`src/rtl/peq_pkg.sv`:
```
package peq_pkg;
    localparam int NUM_PRIO = 4;
    localparam int PRIO_W   = $clog2(NUM_PRIO);
    localparam int ID_W     = 8;
    localparam int SIZE_W   = 9;

    typedef struct packed {
        logic [ID_W-1:0]   id;
        logic [SIZE_W-1:0] size;
        logic [PRIO_W-1:0] prio;
    } desc_t;
endpackage

```
`src/rtl/peq_fifo.sv`:
```
// One priority level's descriptor FIFO; accepts a new and a returned descriptor in one cycle.
module peq_fifo
    import peq_pkg::*;
#(
    parameter int DEPTH = 4,
    localparam int PW = $clog2(DEPTH),
    localparam int CW = $clog2(DEPTH + 1)
) (
    input  logic          clk,
    input  logic          rst_n,
    input  logic          push_new,
    input  desc_t         new_desc,
    input  logic          push_rq,
    input  desc_t         rq_desc,
    input  logic          pop,
    output desc_t         head,
    output logic [CW-1:0] count
);
    typedef struct {
        desc_t          mem [DEPTH];
        logic [PW-1:0]  wr;
        logic [PW-1:0]  rd;
        logic [CW-1:0]  cnt;
    } fifo_st_t;

    fifo_st_t      st_d, st_q;
    logic [PW-1:0] wp;

    always_comb begin
        st_d = st_q;
        wp   = st_q.wr;
        if (pop) st_d.rd = st_q.rd + 1'b1;
        // fresh arrival goes ahead of a returned packet in the same cycle
        if (push_new) begin
            st_d.mem[wp] = new_desc;
            wp = wp + 1'b1;
        end
        if (push_rq) begin
            st_d.mem[wp] = rq_desc;
            wp = wp + 1'b1;
        end
        st_d.wr  = wp;
        st_d.cnt = st_q.cnt + CW'(push_new) + CW'(push_rq) - CW'(pop);
    end

    always_ff @(posedge clk or negedge rst_n) begin
        if (!rst_n) begin
            st_q.wr  <= '0;
            st_q.rd  <= '0;
            st_q.cnt <= '0;
        end else begin
            st_q <= st_d;
        end
    end

    assign head  = st_q.mem[st_q.rd];
    assign count = st_q.cnt;
endmodule

```
`src/rtl/peq_pend.sv`:
```
// Table of started packets waiting for an accept or reject from the link partner.
module peq_pend
    import peq_pkg::*;
#(
    parameter int DEPTH = 8,
    localparam int IW = $clog2(DEPTH)
) (
    input  logic                clk,
    input  logic                rst_n,
    input  logic                ins_valid,
    input  desc_t               ins_desc,
    input  logic                resp_valid,
    input  logic                resp_retry,
    input  logic [ID_W-1:0]     resp_id,
    input  logic [NUM_PRIO-1:0] room,
    output logic                full,
    output logic                rq_valid,
    output desc_t               rq_desc,
    output logic                unknown
);
    typedef struct {
        desc_t            ent [DEPTH];
        logic [DEPTH-1:0] used;
        logic [DEPTH-1:0] back;   // rejected, waiting to re-enter its FIFO
        logic             unk;
    } pend_st_t;

    pend_st_t      st_d, st_q;
    logic [IW-1:0] free_idx, hit_idx, rq_idx;
    logic          free_ok, hit_ok, rq_ok;

    always_comb begin
        free_idx = '0; free_ok = 1'b0;
        hit_idx  = '0; hit_ok  = 1'b0;
        rq_idx   = '0; rq_ok   = 1'b0;
        for (int i = DEPTH - 1; i >= 0; i--) begin
            if (!st_q.used[i]) begin
                free_idx = IW'(i);
                free_ok  = 1'b1;
            end
            if (st_q.used[i] && !st_q.back[i] && st_q.ent[i].id == resp_id) begin
                hit_idx = IW'(i);
                hit_ok  = 1'b1;
            end
            if (st_q.used[i] && st_q.back[i] && room[st_q.ent[i].prio]) begin
                rq_idx = IW'(i);
                rq_ok  = 1'b1;
            end
        end

        st_d     = st_q;
        st_d.unk = 1'b0;
        if (ins_valid && free_ok) begin
            st_d.used[free_idx] = 1'b1;
            st_d.back[free_idx] = 1'b0;
            st_d.ent[free_idx]  = ins_desc;
        end
        if (resp_valid) begin
            if (hit_ok) begin
                if (resp_retry) st_d.back[hit_idx] = 1'b1;
                else            st_d.used[hit_idx] = 1'b0;
            end else begin
                st_d.unk = 1'b1;
            end
        end
        if (rq_ok) begin
            st_d.used[rq_idx] = 1'b0;
            st_d.back[rq_idx] = 1'b0;
        end
    end

    always_ff @(posedge clk or negedge rst_n) begin
        if (!rst_n) begin
            st_q.used <= '0;
            st_q.back <= '0;
            st_q.unk  <= 1'b0;
        end else begin
            st_q <= st_d;
        end
    end

    assign full     = !free_ok;
    assign rq_valid = rq_ok;
    assign rq_desc  = st_q.ent[rq_idx];
    assign unknown  = st_q.unk;
endmodule

```
`src/rtl/peq_framer.sv`:
```
// Turns a chosen descriptor into a run of beats with start and end markers.
module peq_framer
    import peq_pkg::*;
#(
    parameter int BEAT_BYTES = 32
) (
    input  logic  clk,
    input  logic  rst_n,
    input  logic  cand_valid,
    input  desc_t cand,
    input  logic  line_ready,
    output logic  beat,
    output logic  sop,
    output logic  eop,
    output logic  open,
    output logic  start,
    output desc_t cur
);
    localparam int LW  = SIZE_W;
    localparam int SW1 = SIZE_W + 1;

    function automatic logic [LW-1:0] beats_of(input logic [SIZE_W-1:0] sz);
        logic [SW1-1:0] t;
        t = ({1'b0, sz} + SW1'(BEAT_BYTES - 1)) / SW1'(BEAT_BYTES);
        if (t == '0) t = SW1'(1);
        return LW'(t);
    endfunction

    typedef struct packed {
        logic          busy;
        logic [LW-1:0] left;
        desc_t         cur;
    } frm_st_t;

    frm_st_t       st_d, st_q;
    logic [LW-1:0] nb;

    always_comb begin
        st_d  = st_q;
        nb    = beats_of(cand.size);
        beat  = 1'b0;
        sop   = 1'b0;
        eop   = 1'b0;
        start = 1'b0;
        cur   = st_q.cur;
        if (!st_q.busy) begin
            beat  = cand_valid;
            sop   = cand_valid;
            eop   = cand_valid && (nb == LW'(1));
            cur   = cand;
            start = cand_valid && line_ready;
            if (start && nb != LW'(1)) begin
                st_d.busy = 1'b1;
                st_d.left = nb - LW'(1);
                st_d.cur  = cand;
            end
        end else begin
            beat = 1'b1;
            eop  = (st_q.left == LW'(1));
            if (line_ready) begin
                st_d.left = st_q.left - LW'(1);
                if (eop) st_d.busy = 1'b0;
            end
        end
    end

    always_ff @(posedge clk or negedge rst_n) begin
        if (!rst_n) st_q <= '0;
        else        st_q <= st_d;
    end

    assign open = st_q.busy;
endmodule

```
`src/rtl/prio_emit_queue.sv`:
```
module prio_emit_queue
    import peq_pkg::*;
#(
    parameter int Q_DEPTH    = 4,
    parameter int PEND_DEPTH = 8,
    parameter int BEAT_BYTES = 32
) (
    input  logic              clk,
    input  logic              rst_n,
    input  logic              sw_valid,
    input  logic [ID_W-1:0]   sw_id,
    input  logic [SIZE_W-1:0] sw_size,
    input  logic [PRIO_W-1:0] sw_prio,
    output logic              sw_stall,
    input  logic              line_ready,
    output logic              tx_beat,
    output logic              tx_sop,
    output logic              tx_eop,
    output logic [ID_W-1:0]   tx_id,
    output logic [SIZE_W-1:0] tx_size,
    output logic [PRIO_W-1:0] tx_prio,
    output logic              cs_window,
    input  logic              ack_valid,
    input  logic              ack_retry,
    input  logic [ID_W-1:0]   ack_id,
    output logic              ack_unknown
);
    localparam int CW = $clog2(Q_DEPTH + 1);

    desc_t               q_head [NUM_PRIO];
    logic [CW-1:0]       q_cnt  [NUM_PRIO];
    logic [NUM_PRIO-1:0] q_nonempty, q_full, q_room, push_new, push_rq, pop;
    desc_t               sw_desc, sel_desc, rq_desc, cur;
    logic [PRIO_W-1:0]   sel;
    logic                enq_fire, pend_full, rq_valid, cand_valid, start;

    assign sw_desc  = '{id: sw_id, size: sw_size, prio: sw_prio};
    assign sw_stall = |q_full;
    assign enq_fire = sw_valid && !sw_stall;

    for (genvar p = 0; p < NUM_PRIO; p++) begin : g_lvl
        assign q_nonempty[p] = (q_cnt[p] != '0);
        assign q_full[p]     = (q_cnt[p] == CW'(Q_DEPTH));
        assign push_new[p]   = enq_fire && (sw_prio == PRIO_W'(p));
        assign push_rq[p]    = rq_valid && (rq_desc.prio == PRIO_W'(p));
        assign pop[p]        = start && (sel == PRIO_W'(p));
        // a returned packet needs a slot beyond any arrival in the same cycle
        assign q_room[p]     = ({1'b0, q_cnt[p]} + (CW+1)'(push_new[p])) < (CW+1)'(Q_DEPTH);

        peq_fifo #(.DEPTH(Q_DEPTH)) u_fifo (
            .clk      (clk),
            .rst_n    (rst_n),
            .push_new (push_new[p]),
            .new_desc (sw_desc),
            .push_rq  (push_rq[p]),
            .rq_desc  (rq_desc),
            .pop      (pop[p]),
            .head     (q_head[p]),
            .count    (q_cnt[p])
        );
    end

    // strict priority: the last non-empty level scanned upward wins
    always_comb begin
        sel = '0;
        for (int p = 0; p < NUM_PRIO; p++) begin
            if (q_nonempty[p]) sel = PRIO_W'(p);
        end
        sel_desc = q_head[sel];
    end

    assign cand_valid = (|q_nonempty) && !pend_full;

    peq_framer #(.BEAT_BYTES(BEAT_BYTES)) u_framer (
        .clk        (clk),
        .rst_n      (rst_n),
        .cand_valid (cand_valid),
        .cand       (sel_desc),
        .line_ready (line_ready),
        .beat       (tx_beat),
        .sop        (tx_sop),
        .eop        (tx_eop),
        .open       (cs_window),
        .start      (start),
        .cur        (cur)
    );

    peq_pend #(.DEPTH(PEND_DEPTH)) u_pend (
        .clk        (clk),
        .rst_n      (rst_n),
        .ins_valid  (start),
        .ins_desc   (sel_desc),
        .resp_valid (ack_valid),
        .resp_retry (ack_retry),
        .resp_id    (ack_id),
        .room       (q_room),
        .full       (pend_full),
        .rq_valid   (rq_valid),
        .rq_desc    (rq_desc),
        .unknown    (ack_unknown)
    );

    assign tx_id   = cur.id;
    assign tx_size = cur.size;
    assign tx_prio = cur.prio;
endmodule

```
`config.mk`:
```
export PLATFORM = sky130hd
export DESIGN_NAME = prio_emit_queue
export DESIGN_NICKNAME = d
export VERILOG_FILES = /design/src/rtl/peq_pkg.sv /design/src/rtl/peq_fifo.sv /design/src/rtl/peq_pend.sv /design/src/rtl/peq_framer.sv /design/src/rtl/prio_emit_queue.sv
export SDC_FILE = /design/constraint.sdc
export NUM_CORES = 1
export LEC_CHECK = 0
export CORE_ASPECT_RATIO = 0.6
export CORE_MARGIN = 4
export CORE_UTILIZATION = 56
export CTS_CLUSTER_DIAMETER = 50
export CTS_CLUSTER_SIZE = 25
export DETAILED_ROUTE_END_ITERATION = 10
export PLACE_DENSITY_LB_ADDON = 0.12
export SLEW_MARGIN = 10
export SYNTH_ARGS = -nofsm -noshare
export SYNTH_HDL_FRONTEND = slang
export SYNTH_HIERARCHICAL = 1
export SYNTH_SLANG_ARGS = --single-unit
```
`constraint.sdc`:
```
create_clock -name clk -period 15.66 [get_ports clk]
set_clock_uncertainty 0.05 [all_clocks]
set_input_delay 3.915 -clock clk [delete_from_list [all_inputs] [get_ports clk]]
set_output_delay 3.915 -clock clk [all_outputs]
set_load 0.01 [all_outputs]
```
# --- Word level (Yosys, flattened, before mapping) ---
# Index checks and enable logic that the tools add are counted.
op_classes:
  n_addsub: 31
  multipliers: 0
  div_mod_pow: 0
  n_lt_le_gt_ge: 42
  eq_ne: 25
  n_shift: 0
  mux: 151
  n_bitwise: 25
  n_reduce_logical: 85
op_table:
  columns: ["cell", "n"]
  rows:
  - ["$bwmux 76", 8]
  - ["$mux 76", 8]
  - ["$mux 19", 22]
  - ["$demux 19 s2", 8]
  - ["$bmux 19 s2", 5]
  - ["$bwmux 152", 1]
  - ["$mux 3", 24]
  - ["$eq 8x8->1", 8]
  - ["$logic_and 1x1->1", 62]
  - ["$bmux 19 s3", 1]
  - ["$demux 19 s3", 1]
  - ["$mux 16", 3]
  - ["$mux 1", 42]
  - ["$ge 3x3->1 const B", 13]
  - ["$not 2->3", 13]
  - ["$and 8x8->8", 4]
  - ["$mux 29", 1]
  - ["$add 2x1->2 const B", 12]
  - ["$add 3x1->3", 8]
  - ["$lt 2x3->1 const B", 8]
  - ["$lt 3x1->1 const B", 8]
  - ["$not 8->8", 3]
  - ["$mux 10", 2]
  - ["$mux 2", 10]
  - ["other kinds (32)", 84]
word_totals:
  register_bits: 530
  latchBits: 0
  ram_bits: 0
  romBits: 0
  in_bits: 33
  out_inout_bits: 25
  mem_count: 0

# --- Longest topological paths before layout ---
# Gate-level depths: netlist (run 1).
logic_depth:
  word_depth: 26
  depth_mapped: 22
  depth_no_buf: 19

# --- Cells and area by module ---
# The synthesis (run 1) kept the hierarchy.
modules_own_cells:
  columns: ["module", "instances", "cells_per_inst", "area_per_inst_um2"]
  rows:
  - ["peq_fifo", 4, 311, 5246.3]
  - ["peq_pend", 1, 704, 8237.9]
  - ["peq_framer", 1, 162, 1745.4]
  - ["prio_emit_queue", 1, 127, 802.0]

# --- Worst setup path after synthesis (run 1) ---
# No wires, ideal clock.
synth_path:
  path_kind: "input to register"
  from: "input port sw_prio[1]"
  to: "register g_lvl[0].u_fifo.st_q, in the netlist g_lvl[0].u_fifo/count[2]"
  setup_ns: 0.123
  arrival_time_ns: 8.462
  slack_ns: 7.026
  stages: 20
  path_cell_list: "nand2b_1 -> nor3_1 -> a21oi_1 -> mux4_2 -> and3_1 -> o211a_1 -> o21a_1 -> buf_2 -> o21ai_0 -> a21oi_1 -> or4_1 -> nor3b_1 -> buf_6 -> inv_1 -> ha_1 -> inv_1 -> fa_1 -> fa_1 -> xor2_1 -> xnor2_1"
synth_rtl:
  columns: ["item", "line_no", "source"]
  rows:
  - ["from (decl)", "prio_emit_queue.sv:13", "input logic [PRIO_W-1:0] sw_prio,"]
  - ["to (signal assigned)", "peq_fifo.sv:52", "st_q <= st_d;"]
  - ["to (decl)", "peq_fifo.sv:26", "fifo_st_t st_d, st_q;"]

==> results of run 1 <==
-- how the worst max path moves through the flow --
stage	from	slack [ns]	cells after the start	end
detailed placement	sw_prio[1]	4.54	20	g_lvl[0].u_fifo/count[2]
floorplan	sw_prio[1]	7.03	20	g_lvl[0].u_fifo/count[2]
CTS	sw_prio[1]	5.17	20	g_lvl[0].u_fifo/count[2]
global placement	sw_prio[1]	4.78	20	g_lvl[0].u_fifo/count[2]
global route	sw_prio[1]	4.69	20	g_lvl[1].u_fifo/count[2]
finish	sw_prio[1]	5.03	20	g_lvl[0].u_fifo/count[2]
-- critical path: cells and delay by family --
kind,cells,cell delay (ns)
and+or+nand+nor,7,3.36
buffers and inverters,5,1.42
adders and majority gates,3,1.08
AOI/OAI and AO/OA,2,0.54
muxes,1,0.39
xor gates and xnor gates,2,0.28
-- cell usage in the layout, fill, tap and decap left out, types with 7 or more instances in the layout --
cell type        Yosys  routed
mux2_2             554     554
edfxtp_1           456     456
nand3_1             87      86
a21oi_1             85      84
mux2_4              83      83
mux4_2              83      83
o21ai_0             78      78
dfrtp_1             74      74
inv_1               66      66
buf_4               20      65
nand2_1             59      59
clkdlybuf4s50_1      0      56
xor2_1              51      51
xnor2_1             50      50
clkbuf_16            0      42
nor2_1              37      36
mux2i_1             26      26
nor3_1              34      25
ha_1                25      25
o221ai_1            20      19
mux2_1              17      17
nand2_2             16      16
nand4_1             14      14
nor3_2               3      11
nand2b_1            10      10
inv_6                0      10
o21ai_1             10      10
or4_1               10      10
a2111o_1             9       9
nand3b_1             8       8
and2b_4              8       8
nor2b_4              8       8
a32oi_4              8       8
fa_1                 8       8
nor4_1               8       7
nor2b_1              7       7
-- kinds of logic (layout without fill, tap and decap cells) --
kind of cell / after synthesis / after routing / share of synthesized area [%]
xor+xnor: 101 / 101 / 2.78
mux: 763 / 763 / 30.9
compound gates: 256 / 256 / 5.90
simple gates: 352 / 352 / 6.24
other cells: 0 / 2 / 0
buf+inv: 202 / 264 / 3.80
flops: 530 / 530 / 48.9
fa+ha+maj: 33 / 33 / 1.49
-- report_power, final --
part	total [µW]	leakage, µW	internal, µW	switching (µW)
sequential	2030	0.00524	1840	186
combinational	1720	0.00647	763	961
clock	1150	0.000693	573	573
-- synthesized netlist by cell type, types with 16 or more instances --
| cell type | number | area (µm²) |
|---|---|---|
| nand3_1 | 87 | 435 |
| mux4_2 | 83 | 1870 |
| inv_1 | 66 | 248 |
| a21oi_1 | 85 | 425 |
| clkbuf_1 | 50 | 188 |
| nand2_2 | 16 | 100 |
| nor2_1 | 37 | 139 |
| mux2_1 | 17 | 191 |
| buf_4 | 20 | 150 |
| ha_1 | 25 | 313 |
| mux2i_1 | 26 | 260 |
| mux2_4 | 83 | 1250 |
| o21ai_0 | 78 | 390 |
| buf_2 | 24 | 120 |
| nor3_1 | 34 | 170 |
| xnor2_1 | 50 | 438 |
| nand2_1 | 59 | 221 |
| mux2_2 | 554 | 6240 |
| dfrtp_1 | 74 | 1850 |
| o221ai_1 | 20 | 175 |
| xor2_1 | 51 | 447 |
| edfxtp_1 | 456 | 13700 |
| buf_6 | 31 | 349 |
-- cell type report --
cell class,count,share of cell area [%]
Sequential cell,530,45.2
Clock buffer,47,3.14
Timing Repair Buffer,123,3.15
Multi-Input combinational cell,1505,44.0
Antenna cell,2,0.0146
Clock inverter,27,0.979
Tap cell,759,2.76
Inverter,67,0.732
-- flip-flops by register name, indices dropped and copies added, names as in the netlist --
register            flops
u_framer/open           1
g_lvl.u_fifo/count     12
u_framer/st_q          28
u_pend/st_q           168
g_lvl.u_fifo/st_q     320
u_pend/unknown          1
-- per-stage QoR --
step           cells  setup slack, ns  area (µm²)  utilization, %
5_1_grt         3059             4.69       34400            61.4
4_1_cts         3058             5.17       34400            61.4
3_3_place_gp    2984             4.78       33000            58.8
3_5_place_dp    2984             4.54       33000            58.8
2_1_floorplan   2237             7.03       31800               -
6_report        3060             5.03       34400            61.4
-- routing by layer --
layer  up-vias  global-route usage [%]  share of wire, %
met5         -                       0                 0
met4         0                    5.43               1.8
met3       124                    12.0                14
met2      1128                    39.2                39
met1     10400                    45.8                45
li1       8722                       -                 -
==> metrics, run 1 <==
status complete, no violations; vias in the first global route 19633; number of port buffers 57; Crit. End Element flip-flop; Syn Area/Cell 14.2 µm²; total chip power 4900 µW; initial core utilization 56.7%; cts bufs inserted 40; final count of pins violating max slew 0; layout cell share with drive strength beyond 1 41.0%; final setup TNS 0 ns; P_leak 0.0124 µW; largest net degree at the start of global routing about 170; Hold Startpoint u_framer/st_q[16]; Clock Sink Count 530; crit-path max FO 72; Cell variety after synth 83; core area 56000 µm²; Fmax 94.1 MHz; drt pass-1 iters 8; Hold WC Path Type flip-flop to flip-flop; Max clock buf depth 3; Worst EP required 16.07 ns; Max Cap Viol 0; reg-to-reg setup timing slack 8.06 ns; DRC Markers 0; Via Count 20374; total track usage around 30%; number of I/O pins between 50 and 60; Die Span X about 320 µm; Hold Path Stages 1; Routed WL 91000 µm; VDD IR max 0.000116 V; crit path DAT between 10 and 15 ns; ys flop type edfxtp_1; critical-path cell list clkdlybuf4s50_1, buf_4, nand2b_1, nor2_1, a31oi_1, mux4_2, and3_2, buf_4, nor3_1, nand2_1, a21oi_1, or4_1, nor3b_2, inv_1, ha_1, inv_1, fa_1, fa_1, xor2_1, xnor2_1; post-synth net total 2303; cells resized by post-CTS repair 0; worst setup path class primary input to flip-flop; global route overflow 0; sequential cell area 15500 µm²; Startpoint Class primary input; sequential share of the synthesized area around half; root buf cell clkbuf_16; DR iter-0 viols 2839; Fin. Hold Viols 0; reg2reg end g_lvl[0].u_fifo/count[2]; die height 193 µm; CTS hold repair buffers 0; max_slew headroom 18.1%; Mapped Cells 2237; Synth Register Bits 530; area added between synthesis and finish 8.19%; FFs w/ async S/R, synth 14.0%; power per cell area 142 nW/µm²; multi-input logic area 15100 µm²; CP max stage cell or4_1; H-tree depth 2; initial antenna violation count 2; CTS tree done; first-pass GRT wire length 132000 µm; DP Wirelength approximately 57000 µm; postcts setup bufs 0; fillers 4313; Final nets 2333; RSZ-0062 raised after global routing false; Endpoint, Worst Hold u_framer/st_q[16]; Fin Hold WS ~0.44 ns; die area 60700 µm²; gpl congestion around 0.97; Syn. warnings 6; Reg-to-Reg Start g_lvl[0].u_fifo/count[2]; Mapped Area approximately 32000 µm²; Rows between 60 and 70; Slew @ Worst Pin 1.23 ns; number of synthesized flops with an enable pin 456; Skew-Pair Late Insertion Delay 0.58 ns; Worst Reg2Reg Path Length in Cells 18; minimum clock period 10.63 ns; per-cell routed wire length 29.7 µm; final worst-path cycle share 67.9%; Setup violations, final 0; CP peak stage delay 0.95 ns; Worst-path clk slew roughly 0.090 ns; post-route ant nets 0; Vias per Instance about 6.7
No activity file was read; power rests on OpenSTA's default activity.
==> run 2: changes to the inputs <==
==> constraint.sdc (replaced) <==
create_clock -name clk -period 10.8 [get_ports clk]
set_clock_uncertainty 0.05 [all_clocks]
set_input_delay 2.7 -clock clk [delete_from_list [all_inputs] [get_ports clk]]
set_output_delay 2.7 -clock clk [all_outputs]
set_load 0.01 [all_outputs]
==> run 2 against run 1 <==
Compared with the run above:
- core utilization rose by 0.13 points
- design area rose by 0.22%
- power rose by 45%
- via count rose by 0.22%
- final cell count rose by 0.39%
- largest power group unchanged
- register-to-register slack got worse by 4.1 ns
- critical path type unchanged
- die area did not move
- sequential power rose by 44%
- critical endpoint is now g_lvl[1].u_fifo/count[2]
- global-route usage barely moved
- first-iteration DRC count fell by 13%
==> metrics, run 2 (synthesis results as in run 1) <==
status complete, no violations; DP Wirelength 57600 µm (+0.89%); DRC Markers 0 (unchanged); die height 193 µm (unchanged); Skew-Pair Late Insertion Delay 0.58 ns (about the same); Max clock buf depth 3 (unchanged); Routed WL 90700 µm (-0.31%); Hold Path Stages 1 (unchanged); Rows 67 (unchanged); number of port buffers 57 (unchanged); Hold Startpoint u_framer/st_q[14]; sw frac 35.2% (+0.10 points); CTS tree done; worst setup path class primary input to flip-flop; final core occ 61.5% (+0.13 points); max_slew headroom 19.8% (+1.7 points); Startpoint Class primary input; vias in the first global route 19740 (+0.55%); Die Span X 315 µm (unchanged); Worst Reg2Reg Path Length in Cells 18 (unchanged); part of the power in registers 41.3% (about the same); Biggest register g_lvl.u_fifo/st_q; cts bufs inserted 42 (+5.0%); per-cell routed wire length 29.5 µm (-0.70%); Clk pwr share 23.2% (-0.2 points); metal2 WL 36400 µm (+2.5%); commonest non-fill, non-tap cell in the layout mux2_2; Worst-path clk slew 0.09 ns (about the same); CTS hold repair buffers 0 (unchanged); CP max stage cell nor2_1; cells resized by post-CTS repair 0 (unchanged); Fin. Hold Viols 0 (unchanged); most frequent cells in the layout mux2_2, edfxtp_1, nand3_1, a21oi_1; gpl congestion 0.956 (-1.9%); placed cell areas 33000 µm² (+0.19%); postcts setup bufs 0 (unchanged); critical-path cell list clkdlybuf4s50_1, nand2_1, nor3_1, a21oi_1, mux4_2, and3_2, nor3_1, nand4_1, a21oi_1, or4_1, nand2_1, nor2_1, inv_1, ha_1, inv_1, fa_1, fa_1, xor2_1, xnor2_1; Crit path max-delay family simple AND/OR/NAND/NOR gates; Vias per Instance 6.65 (-0.18%); number of I/O pins 58 (unchanged); Final nets 2344 (+0.47%); die area 60700 µm² (unchanged); area added between synthesis and finish 8.43%; Setup violations, final 0 (unchanged); P_sw 2500 µW (+45%); DR iter-0 viols 2459 (-13%); RSZ-0062 raised after global routing false; Hold WC Path Type flip-flop to flip-flop; crit-path max FO 13 (-82%); Top Metal Used met4; combinational power share 35.4% (+0.2 points); final count of pins violating max slew 0 (unchanged); post-route cell area 34400 µm² (+0.22%); Reg-to-Reg Start g_lvl[2].u_fifo/count[1]; Max Cap Viol 0 (unchanged); layout cell share with drive strength beyond 1 41.3% (+0.33 points); initial core utilization 56.7% (unchanged); reg-to-reg setup timing slack 4.01 ns (-4.05 ns); worst path bufs/invs 3 (-2); final worst-path cycle share 81.0%; Fmax 114 MHz; H-tree depth 2 (unchanged); power per cell area 206 nW/µm² (+45%); crit path DAT 9.16 ns (-1.88 ns); root buf cell clkbuf_16; global route overflow 0 (unchanged); reg2reg end g_lvl[1].u_fifo/count[2]; Via Count 20418 (+0.22%); Crit. End Element flip-flop; initial antenna violation count 1 (-1); Endpoint, Worst Hold u_framer/st_q[14]; Worst EP required 11.21 ns (-4.86 ns); total track usage 29.7% (about the same); Clock Sink Count 530 (unchanged); Slew @ Worst Pin 1.20 ns (-0.0258 ns); P_leak 0.0125 µW (+0.44%); final setup TNS 0 ns (unchanged); CP peak stage delay 0.78 ns (-0.17 ns); core area 56000 µm² (unchanged); largest registers g_lvl.u_fifo/st_q (320), u_pend/st_q (168), u_framer/st_q (28); P_int 4600 µW (+45%); first-pass GRT wire length 133000 µm (+0.37%); met3 wire length 11000 µm (-15%); post-route ant nets 0 (unchanged); Largest register FFs 320 (unchanged); Routed met1 length 41800 µm (+2.1%); minimum clock period 8.75 ns; drt pass-1 iters 6 (-2); largest net degree at the start of global routing 173 (-0.57%); VDD IR max 0.000164 V (+41%)
==> run 2: cell count changes in the layout (fill, tap and decap cells not counted), sizes merged <==
cell | before | now
clkinvlp | 1 | 2
buf | 67 | 76
clkinv | 6 | 14
inv | 84 | 82
clkbuf | 47 | 46
diode | 2 | 1
bufinv | 3 | 1
==> run 2: worst max path at each step <==
stage	start	cells past startpoint	slack (ns)	endpoint
floorplan	sw_prio[1]	20	3.38	g_lvl[0].u_fifo/count[2]
CTS	sw_prio[1]	20	2.02	g_lvl[1].u_fifo/count[2]
global placement	sw_prio[1]	19	1.65	g_lvl[0].u_fifo/count[2]
finish	sw_prio[1]	19	2.05	g_lvl[1].u_fifo/count[2]
detailed placement	sw_prio[1]	20	1.43	g_lvl[1].u_fifo/count[2]
global route	sw_prio[1]	19	1.90	g_lvl[1].u_fifo/count[2]
==> run 2: area by class of cell <==
class	count	area, µm²
clock inverters	32	297
flip-flops and latches	530	15500
multi-input cells	1505	15100
fillers	4333	21600
clock buffers	46	1130
repair buffers	132	1150
inverters	67	251
well taps	759	950
diodes	1	2.50
==> run 2: power groups by stage <==
stage,clock (µW),combinational [µW],sequential (µW)
3_5_place_dp,0,2480,2970
4_1_cts,1680,2490,2930
3_3_place_gp,0,2420,2950
6_report,1650,2510,2930
2_1_floorplan,0,1710,2840
5_1_grt,1770,2690,2960
==> run 2: worst register-to-register path, delay by kind of cell (launching register included) <==
| kind | cells | cell delay, ns |
|---|---|---|
| AND/OR/NAND/NOR | 7 | 2.79 |
| AO/OA/AOI/OAI | 3 | 1.17 |
| adder cells (fa/ha/maj) | 3 | 1.08 |
| multiplexers | 1 | 0.58 |
| flip-flops | 1 | 0.57 |
| XOR/XNOR | 2 | 0.30 |
| buffers and inverters | 2 | 0.16 |
==> run 2: per-stage QoR <==
stage | instances | setup slack, ns | hold slack (ns) | power (µW)
3_3_place_gp | 2993 | 1.65 | 0.411 | 5370
2_1_floorplan | 2237 | 3.38 | 0.398 | 4550
4_1_cts | 3071 | 2.02 | 0.444 | 7100
5_1_grt | 3071 | 1.90 | 0.455 | 7420
6_report | 3072 | 2.05 | 0.441 | 7100
3_5_place_dp | 2993 | 1.43 | 0.423 | 5450
==> run 2: layer usage <==
| metal | global-route usage (%) | vias to the layer above |
|---|---|---|
| met5 | 0 | - |
| met4 | 5.52 | 0 |
| met3 | 9.09 | 119 |
| met2 | 40.3 | 1014 |
| met1 | 46.8 | 10518 |
| li1 | - | 8767 |
